## src/rtl/pcs_pkg.sv

```systemverilog
package pcs_pkg;

    localparam logic [11:0] OFS_PC_LO  = 12'h0A0;
    localparam logic [11:0] OFS_CTX    = 12'h0A4;
    localparam logic [11:0] OFS_VCTX   = 12'h0A8;
    localparam logic [11:0] OFS_PC_HI  = 12'h0AC;
    localparam logic [11:0] OFS_ID_OFF = 12'hFC4;
    localparam logic [11:0] OFS_ID_SET = 12'hFC8;

    localparam int WORD_W = 32;
    localparam int PC_W   = 64;

    typedef enum logic [2:0] {
        SEL_NONE,
        SEL_PC_LO,
        SEL_CTX,
        SEL_VCTX,
        SEL_PC_HI,
        SEL_ID_OFF,
        SEL_ID_SET
    } reg_sel_e;

    typedef struct packed {
        logic [WORD_W-1:0] pc_hi;
        logic [WORD_W-1:0] ctx;
        logic [WORD_W-1:0] vctx;
    } snap_t;

    function automatic logic [WORD_W-1:0] pack_vctx(
        input logic       ns,
        input logic       el2,
        input logic       el3,
        input logic       aa64,
        input logic [7:0] vmid
    );
        logic [WORD_W-1:0] w;
        w        = '0;
        w[31]    = ns;
        w[30]    = el2;
        w[29]    = el3;
        w[28]    = aa64;
        w[7:0]   = vmid;
        return w;
    endfunction

endpackage

```

## src/rtl/pcs_addr_decode.sv

```systemverilog
module pcs_addr_decode
    import pcs_pkg::*;
#(
    parameter int ADDR_W = 12
) (
    input  logic [ADDR_W-1:0] addr,
    input  logic              rd,
    input  logic              wr,
    output reg_sel_e          sel,
    output logic              rd_ok,
    output logic              capture
);

    always_comb begin
        sel = SEL_NONE;
        if      (addr == ADDR_W'(OFS_PC_LO))  sel = SEL_PC_LO;
        else if (addr == ADDR_W'(OFS_CTX))    sel = SEL_CTX;
        else if (addr == ADDR_W'(OFS_VCTX))   sel = SEL_VCTX;
        else if (addr == ADDR_W'(OFS_PC_HI))  sel = SEL_PC_HI;
        else if (addr == ADDR_W'(OFS_ID_OFF)) sel = SEL_ID_OFF;
        else if (addr == ADDR_W'(OFS_ID_SET)) sel = SEL_ID_SET;
    end

    // a strobe pair with write set is a write and is discarded
    assign rd_ok   = rd & ~wr;
    assign capture = rd_ok & (sel == SEL_PC_LO);

endmodule

```

## src/rtl/pcs_sample_regs.sv

```systemverilog
module pcs_sample_regs
    import pcs_pkg::*;
#(
    parameter int SAMPLE_SET = 3,
    parameter int VMID_W     = 8
) (
    input  logic              clk,
    input  logic              rst_n,
    input  logic              capture,
    input  logic              blocked,
    input  logic [PC_W-1:0]   core_pc,
    input  logic [WORD_W-1:0] core_ctxid,
    input  logic [VMID_W-1:0] core_vmid,
    input  logic              core_ns,
    input  logic              core_el2,
    input  logic              core_el3,
    input  logic              core_aa64,
    output snap_t             snap
);

    localparam bit HAS_CTX  = (SAMPLE_SET >= 2);
    localparam bit HAS_VCTX = (SAMPLE_SET >= 3);

    snap_t snap_d, snap_q;
    logic [WORD_W-1:0] ctx_live;
    logic [WORD_W-1:0] vctx_live;

    generate
        if (HAS_CTX) begin : g_ctx
            assign ctx_live = core_ctxid;
        end else begin : g_no_ctx
            assign ctx_live = '0;
        end
        if (HAS_VCTX) begin : g_vctx
            assign vctx_live = pack_vctx(core_ns, core_el2, core_el3, core_aa64,
                                         8'(core_vmid));
        end else begin : g_no_vctx
            assign vctx_live = '0;
        end
    endgenerate

    always_comb begin
        snap_d = snap_q;
        if (capture && !blocked) begin
            snap_d.pc_hi = core_pc[PC_W-1:WORD_W];
            snap_d.ctx   = ctx_live;
            snap_d.vctx  = vctx_live;
        end
    end

    always_ff @(posedge clk or negedge rst_n) begin
        if (!rst_n) snap_q <= '0;
        else        snap_q <= snap_d;
    end

    assign snap = snap_q;


    only_on_capture_chk: assert property (@(posedge clk) disable iff (!rst_n)
        !capture |=> $stable(snap_q));


    blocked_hold_chk: assert property (@(posedge clk) disable iff (!rst_n)
        (capture && blocked) |=> $stable(snap_q));


    pc_hi_take_chk: assert property (@(posedge clk) disable iff (!rst_n)
        (capture && !blocked) |=> (snap_q.pc_hi == $past(core_pc[PC_W-1:WORD_W])));


    absent_ctx_chk: assert property (@(posedge clk) disable iff (!rst_n)
        (!HAS_CTX) |-> (snap_q.ctx == '0));


    absent_vctx_chk: assert property (@(posedge clk) disable iff (!rst_n)
        (!HAS_VCTX) |-> (snap_q.vctx == '0));

endmodule

```

## src/rtl/pcs_read_port.sv

```systemverilog
module pcs_read_port
    import pcs_pkg::*;
#(
    parameter int SAMPLE_SET  = 3,
    parameter int OFFSET_MODE = 0
) (
    input  logic              clk,
    input  logic              rst_n,
    input  logic              rd_ok,
    input  reg_sel_e          sel,
    input  logic              blocked,
    input  logic [WORD_W-1:0] pc_lo,
    input  snap_t             snap,
    output logic [WORD_W-1:0] rdata,
    output logic              rvalid
);

    localparam logic [WORD_W-1:0] ID_SET_WORD = WORD_W'(4'(SAMPLE_SET));
    localparam logic [WORD_W-1:0] ID_OFF_WORD = WORD_W'(4'(OFFSET_MODE));

    typedef struct packed {
        logic [WORD_W-1:0] rdata;
        logic              rvalid;
    } rp_state_t;

    rp_state_t st_d, st_q;
    logic [WORD_W-1:0] word_mux;

    always_comb begin
        unique case (sel)
            SEL_PC_LO:  word_mux = blocked ? '1 : pc_lo;
            SEL_CTX:    word_mux = snap.ctx;
            SEL_VCTX:   word_mux = snap.vctx;
            SEL_PC_HI:  word_mux = snap.pc_hi;
            SEL_ID_OFF: word_mux = ID_OFF_WORD;
            SEL_ID_SET: word_mux = ID_SET_WORD;
            default:    word_mux = '0;
        endcase
    end

    always_comb begin
        st_d        = st_q;
        st_d.rvalid = rd_ok;
        if (rd_ok) st_d.rdata = word_mux;
    end

    always_ff @(posedge clk or negedge rst_n) begin
        if (!rst_n) st_q <= '0;
        else        st_q <= st_d;
    end

    assign rdata  = st_q.rdata;
    assign rvalid = st_q.rvalid;


    rvalid_after_rd_chk: assert property (@(posedge clk) disable iff (!rst_n)
        rd_ok |=> rvalid);


    rvalid_idle_chk: assert property (@(posedge clk) disable iff (!rst_n)
        !rd_ok |=> !rvalid);


    pc_lo_return_chk: assert property (@(posedge clk) disable iff (!rst_n)
        (rd_ok && sel == SEL_PC_LO && !blocked) |=> (rdata == $past(pc_lo)));


    blocked_ones_chk: assert property (@(posedge clk) disable iff (!rst_n)
        (rd_ok && sel == SEL_PC_LO && blocked) |=> (rdata == '1));


    unmapped_zero_chk: assert property (@(posedge clk) disable iff (!rst_n)
        (rd_ok && sel == SEL_NONE) |=> (rdata == '0));

endmodule

```

## src/rtl/pcs_dbg_unit.sv

```systemverilog
module pcs_dbg_unit
    import pcs_pkg::*;
#(
    parameter int ADDR_W      = 12,
    parameter int SAMPLE_SET  = 3,
    parameter int OFFSET_MODE = 0,
    parameter int VMID_W      = 8
) (
    input  logic              clk,
    input  logic              rst_n,
    input  logic [ADDR_W-1:0] bus_addr,
    input  logic              bus_rd,
    input  logic              bus_wr,
    input  logic [31:0]       bus_wdata,
    output logic [31:0]       bus_rdata,
    output logic              bus_rvalid,
    input  logic [63:0]       core_pc,
    input  logic [31:0]       core_ctxid,
    input  logic [VMID_W-1:0] core_vmid,
    input  logic              core_ns,
    input  logic              core_el2,
    input  logic              core_el3,
    input  logic              core_aa64,
    input  logic              core_halted,
    input  logic              core_prof_block
);

    reg_sel_e sel;
    logic     rd_ok;
    logic     capture;
    logic     blocked;
    snap_t    snap;
    logic     unused_wdata;

    assign unused_wdata = ^bus_wdata;
    assign blocked      = core_halted | core_prof_block;

    pcs_addr_decode #(.ADDR_W(ADDR_W)) u_dec (
        .addr    (bus_addr),
        .rd      (bus_rd),
        .wr      (bus_wr),
        .sel     (sel),
        .rd_ok   (rd_ok),
        .capture (capture)
    );

    pcs_sample_regs #(.SAMPLE_SET(SAMPLE_SET), .VMID_W(VMID_W)) u_snap (
        .clk        (clk),
        .rst_n      (rst_n),
        .capture    (capture),
        .blocked    (blocked),
        .core_pc    (core_pc),
        .core_ctxid (core_ctxid),
        .core_vmid  (core_vmid),
        .core_ns    (core_ns),
        .core_el2   (core_el2),
        .core_el3   (core_el3),
        .core_aa64  (core_aa64),
        .snap       (snap)
    );

    pcs_read_port #(.SAMPLE_SET(SAMPLE_SET), .OFFSET_MODE(OFFSET_MODE)) u_rp (
        .clk     (clk),
        .rst_n   (rst_n),
        .rd_ok   (rd_ok),
        .sel     (sel),
        .blocked (blocked),
        .pc_lo   (core_pc[31:0]),
        .snap    (snap),
        .rdata   (bus_rdata),
        .rvalid  (bus_rvalid)
    );


    write_no_valid_chk: assert property (@(posedge clk) disable iff (!rst_n)
        bus_wr |=> !bus_rvalid);

endmodule

```

## config.mk

```make
export PLATFORM = sky130hd
export DESIGN_NAME = pcs_dbg_unit
export DESIGN_NICKNAME = d
export VERILOG_FILES = /design/src/rtl/pcs_pkg.sv /design/src/rtl/pcs_addr_decode.sv /design/src/rtl/pcs_sample_regs.sv /design/src/rtl/pcs_read_port.sv /design/src/rtl/pcs_dbg_unit.sv
export SDC_FILE = /design/constraint.sdc
export NUM_CORES = 1
export LEC_CHECK = 0
export BUFFER_PORTS_ARGS = -buffer_cell sky130_fd_sc_hd__buf_2
export CORE_ASPECT_RATIO = 1.4
export CORE_MARGIN = 2
export CORE_UTILIZATION = 40
export CTS_CLUSTER_DIAMETER = 150
export DETAILED_ROUTE_END_ITERATION = 16
export GPL_ROUTABILITY_DRIVEN = 1
export PLACE_DENSITY = 0.68
export SLEW_MARGIN = 15
export SYNTH_ARGS = -nofsm -noshare
export SYNTH_HDL_FRONTEND = slang
export SYNTH_SLANG_ARGS = --single-unit
```

## constraint.sdc

```tcl
create_clock -name clk -period 3.1 [get_ports clk]
set_clock_uncertainty 0.2 [all_clocks]
set_input_delay 0.465 -clock clk [delete_from_list [all_inputs] [get_ports clk]]
set_output_delay 0.465 -clock clk [all_outputs]
set_load 0.1 [all_outputs]
```

Word-level counts from Yosys, hierarchy flattened
Index checks and enable logic that the tools add are counted.

storage, ports and cells
  flip-flop bits (word level) = 109
  latch bits = 0
  memory bits (writable) = 0
  ROM bits = 0
  output and inout port bits = 33
  word-level logic and storage cells = 30
  memories = 0

cells by class
  add/sub/neg operators = 0
  multiply operators = 0
  div/mod/pow operators = 0
  $lt $le $gt $ge = 0
  equality and inequality tests = 11
  shift-type cells = 0
  multiplexer cells = 8
  bitwise gates (word level) = 4
  reduce and logical (&&, ||, !) cells = 2

operators by type and width
  cell                  number
  $pmux 32 s5           1
  $eq 12x8->1 const B   4
  $mux 32               1
  $eq 12x12->1 const B  2
  $mux 3                6
  $eq 3x2->1 const B    2
  $eq 3x3->1 const B    2
  $eq 3x1->1 const B    1
  $and 1x1->1           2
  $logic_and 1x1->1     1
  $logic_not 1->1       1
  $not 1->1             1
  $or 1x1->1            1

Longest topological paths before layout
  word-level depth = 10
  gate-level depth with buffers = 9
  gate-level depth less buffers = 5

Modules after synthesis
From an unflattened synthesis, not the netlist that was laid out.

unflattened totals
  cell total of the unflattened synthesis = 415
  area, all modules = 5569.1 um2

by module, submodules not included
  module           instances  cells an instance  area each (um2)  sequential area each (um2)
  pcs_sample_regs  1          182                3189.3           1901.8
  pcs_read_port    1          213                2237.1           825.8
  pcs_addr_decode  1          19                 136.4            0.0
  pcs_dbg_unit     1          1                  6.3              0.0

Worst setup path before layout
OpenSTA, ideal clock, no wires.

  path type = input to register
  start point = in bus_wr
  end point = reg u_snap.snap_q, in the netlist u_snap.snap[32]
  library setup time = 0.125 ns
  data arrival time = 1.964 ns
  slack = 0.811 ns
  stages on the path = 9
  cell sequence = nand2b_1 > buf_2 > inv_1 > nand4_2 > or3_1 > clkbuf_1 > buf_6 > buf_6 > mux2_4

between the ends
  longest elaborated chain between the ends = 4

RTL lines
  element                 line                   source
  start: declaration      pcs_dbg_unit.sv:13     input logic bus_wr,
  $not 1->1               pcs_addr_decode.sv:25  assign rd_ok = rd & ~wr;
  $and 1x1->1             pcs_addr_decode.sv:25
  net rd_ok               pcs_dbg_unit.sv:29     logic rd_ok;
  $and 1x1->1             pcs_addr_decode.sv:26  assign capture = rd_ok & (sel == SEL_PC_LO);
  $logic_and 1x1->1       pcs_sample_regs.sv:44  if (capture && !blocked) begin
  end signal: assignment  pcs_sample_regs.sv:53  else snap_q <= snap_d;
  end: declaration        pcs_sample_regs.sv:24  snap_t snap_d, snap_q;

The timed path passes the listed nets, and every way through them passes these cells.
A chain may end at the register's enable or synchronous reset.

Worst setup path in the final report
  start point = in bus_addr[1]
  end point = reg u_snap.snap_q, in the netlist u_snap.snap[35]

between the ends
  longest elaborated chain between the ends = 10
  elaborated cells on any way between the ends = 15
  classes of those cells = eq/ne (7); mux (6); bitwise (1); reduce/logical (1)

RTL lines
  element              line                   source
  start: declaration   pcs_dbg_unit.sv:11     input logic [ADDR_W-1:0] bus_addr,
  $eq 12x12->1         pcs_addr_decode.sv:21  else if (addr == ADDR_W'(OFS_ID_SET)) sel = SEL_ID_SET;
  $mux 3               pcs_addr_decode.sv:21
  $mux 3               pcs_addr_decode.sv:20  else if (addr == ADDR_W'(OFS_ID_OFF)) sel = SEL_ID_OFF;
  $mux 3               pcs_addr_decode.sv:19  else if (addr == ADDR_W'(OFS_PC_HI)) sel = SEL_PC_HI;
  $mux 3               pcs_addr_decode.sv:18  else if (addr == ADDR_W'(OFS_VCTX)) sel = SEL_VCTX;
  $mux 3               pcs_addr_decode.sv:17  else if (addr == ADDR_W'(OFS_CTX)) sel = SEL_CTX;
  $mux 3 *             pcs_addr_decode.sv:16  if (addr == ADDR_W'(OFS_PC_LO)) sel = SEL_PC_LO;
  $eq 3x1->1 *         pcs_addr_decode.sv:26
  $and 1x1->1 *        pcs_addr_decode.sv:26
  $logic_and 1x1->1 *  pcs_sample_regs.sv:44

Mark *: on every way between the ends. The rest lies on a longest branch, timed or not.

==> reports/summary.txt <==
VDD IR max - 234 uV
commonest cells in the netlist - dfrtp_1 (109), o21ai_0 (42), mux2_4 (40), mux2_2 (36), nand2_1 (33)
Cells after Synth - 385
Syn Nets - 543
worst path bufs/invs - 2
Routability Congestion - 0.799
Gate power share - 8.1%
final hold viol count - 0
Setup Total Neg Slack - 0 ps
Vias/cell - 5.28
FF-to-FF path depth - 4
Worst Setup Path Type - input port to flip-flop
initial core utilization - 40.5%
Post-CTS Setup Bufs - 0
power share of the clock group - 41.4%
Finished Layout Cells - 690
cell depth of the worst setup path - 6
n_diodes - 0
Slew Limit Fails - 0
count leader, synth - dfrtp_1
setup violators final - 0
Core Util, Final - 50.7%
dpl cells - 674
Longest Clk Path Bufs - 2
IO buf count - 158
Achievable Freq - 448 MHz
Iter 0 DRT Violations - 169
Worst-path clk slew - 70 ps
Ports - 191
Final nets - 694
CTS resizes - 0
post-synthesis mux area share - 22.8%
ys async rst share - 100%
Die Wd - 97.9 um
Synth Area in Simple Gates - 5.93%
grt ovf - 0
Crit. End Element - flip-flop
CP cell instances - buf_2 -> nor4b_4 -> nand4_2 -> or3_4 -> buf_4 -> mux2_4
worst hold path type - input port to flip-flop
Post-synth top flop - dfrtp_1
die area - 13300 sq um
Critical Path RT - 3120 ps
startpoint class of the critical path - input port
cell family with most CP delay - simple AND/OR/NAND/NOR gates
final setup margin - 869 ps
Yosys top cell area share - 55.2%
hpwl dp - 8.89 mm
pre-CTS setup slack - 499 ps
GRT Overall Usage - 19.1%
worst hold margin - 151 ps
leak pwr - 3.34 nW
hold depth - 2
Yosys cell types - 26
Mean Syn Cell Area - 12.8 sq um
leading area contributor after synthesis - dfrtp_1
synthesized area - 4940 sq um
first drt pass iteration count - 4
post-synthesis xor/xnor area fraction - 0%
Clock Latency Late Sink - 340 ps
final WL - 12.8 mm
Yosys warnings - 0
WL/cell - 18.5 um
H-tree depth - 3
Final ANT Viol Nets - 0
CTS tree - yes
layout cells sized above 1 - 49.3%
Die H - 136 um
CTS buffer count - 9
CP max stage delay - 390 ps
largest net degree at the start of global routing - 60
RSZ-0062 raised after global routing - false
Pint - 2.20 mW
DRC Markers - 0
min cycle time layout - 2230 ps
Rel. slew slack - 47.6%
Pwr Density - 456 nW/um^2
max_cap viols - 0
ranking of synthesized cells by area - dfrtp_1 (55%), mux2_4 (12%), mux2_2 (8.2%)
post-synthesis sequential area ratio - 55.2%
run status - finished clean
initial antenna violation count - 0
Core Footprint - 12200 sq um
Reg power frac - 50.5%
Post-Synth Adder-Cell Area - 0%
period utilization - 72.0%
Compound-Gate Fraction of Synth Area - 12.7%
CP arrival - 2250 ps
Synth Register Bits - 109
EDFF count, synth - 0
Layout area overhead - 25.1%
CP Max Fanout - 52
slew at the pin closest to its max-slew limit - 786 ps
P_sw - 0.622 mW
clk root buf - clkbuf_16
routed vias - 3646
Clock Sinks - 109
vias in the first global route - 3865
first-pass GRT wire length - 20.1 mm
crit path max-delay cell type - or3_4
switching share of power - 22.1%
largest family of logic cells by synthesized area - multiplexers
num rows - 48
[cells by family (layout without fill, tap and decap cells)]
| logic type | count (synthesis) | count (layout) |
|---|---|---|
| mux | 88 | 88 |
| flops | 109 | 109 |
| buf+inv | 33 | 188 |
| compound gates | 96 | 96 |
| simple gates | 59 | 59 |
[layout make-up]
cell class                      count  area, sq um
Tap cell                          150          188
Clock buffer                       12          256
Sequential cell                   109         2730
Fill cell                        1116         6010
Inverter                            3         11.3
Clock inverter                      3         43.8
Timing Repair Buffer              170          898
Multi-Input combinational cell    243         2050
[stage by stage]
step                area (sq um)  power, mW
finish                      6180       2.82
global route                6180       2.92
CTS                         6180       2.84
detailed placement          5870       1.68
global placement            5870       1.68
floorplan                   4940       1.54
[timing repair]
action | in CTS | in global routing
hold buffers | 1 | 0
hold endpoints to repair | 41 | 0
endpoints found under the setup margin | 0 | 0
[metal layers]
layer	vias to the layer above	track usage [%]	wire (um)
met4	0	8.18	350
met1	1794	24.6	5320
met2	130	31.3	6370
met5	-	0	0
met3	25	4.02	739
li1	1697	-	-
[state kept, by name, summed over array words and instances (netlist names)]
| signal | count |
|---|---|
| u_snap.snap | 76 |
| u_rp.rdata | 32 |
| u_rp.rvalid | 1 |
[power groups by stage]
stage / Sequential [mW] / Clock (mW) / Combinational [mW]
2_1_floorplan: 1.46 / 0 / 0.0815
4_1_cts: 1.42 / 1.19 / 0.232
3_5_place_dp: 1.45 / 0 / 0.231
5_1_grt: 1.42 / 1.24 / 0.252
6_report: 1.42 / 1.17 / 0.229
3_3_place_gp: 1.45 / 0 / 0.227
[final timing paths]
path                       slack, ps                          end                        start
max reg2reg                     1790    u_rp.rdata[0]$_DFFE_PN0P_  u_snap.snap[32]$_DFFE_PN0P_
min reg2reg                      280    u_rp.rdata[2]$_DFFE_PN0P_    u_rp.rdata[2]$_DFFE_PN0P_
min in group asynchronous        500  u_snap.snap[69]$_DFFE_PN0P_                        rst_n
max in group asynchronous       1430  u_snap.snap[40]$_DFFE_PN0P_                        rst_n
max                              870  u_snap.snap[35]$_DFFE_PN0P_                  bus_addr[1]
min                              150  u_snap.snap[57]$_DFFE_PN0P_               core_ctxid[25]
[placed cells by master (no fill, tap or decap)]
cell	synthesis	final
or3_1	3	2
or3_4	0	1
nor2_1	12	11
or4b_2	1	1
inv_1	3	3
mux2_2	36	36
nor4b_4	1	1
nand2b_1	1	1
or3b_2	1	1
bufinv_16	0	1
nand4_1	1	1
o21ai_0	42	42
nand4_2	1	1
dfrtp_1	109	109
mux2i_1	12	12
clkbuf_16	0	9
mux2_4	40	40
o22ai_1	22	22
dlygate4sd3_1	0	1
clkbuf_8	0	2
buf_4	0	11
nor2_2	0	1
and2_1	1	1
nand2_1	33	33
clkbuf_1	21	1
nor4_1	1	1
o22a_1	10	10
o311ai_0	2	2
buf_2	4	157
inv_6	0	1
nor3_1	2	2
buf_12	0	1
clkinv_2	0	1
nor4b_2	1	1
a2bb2oi_1	20	20
Power figures use the tool's default switching activity.
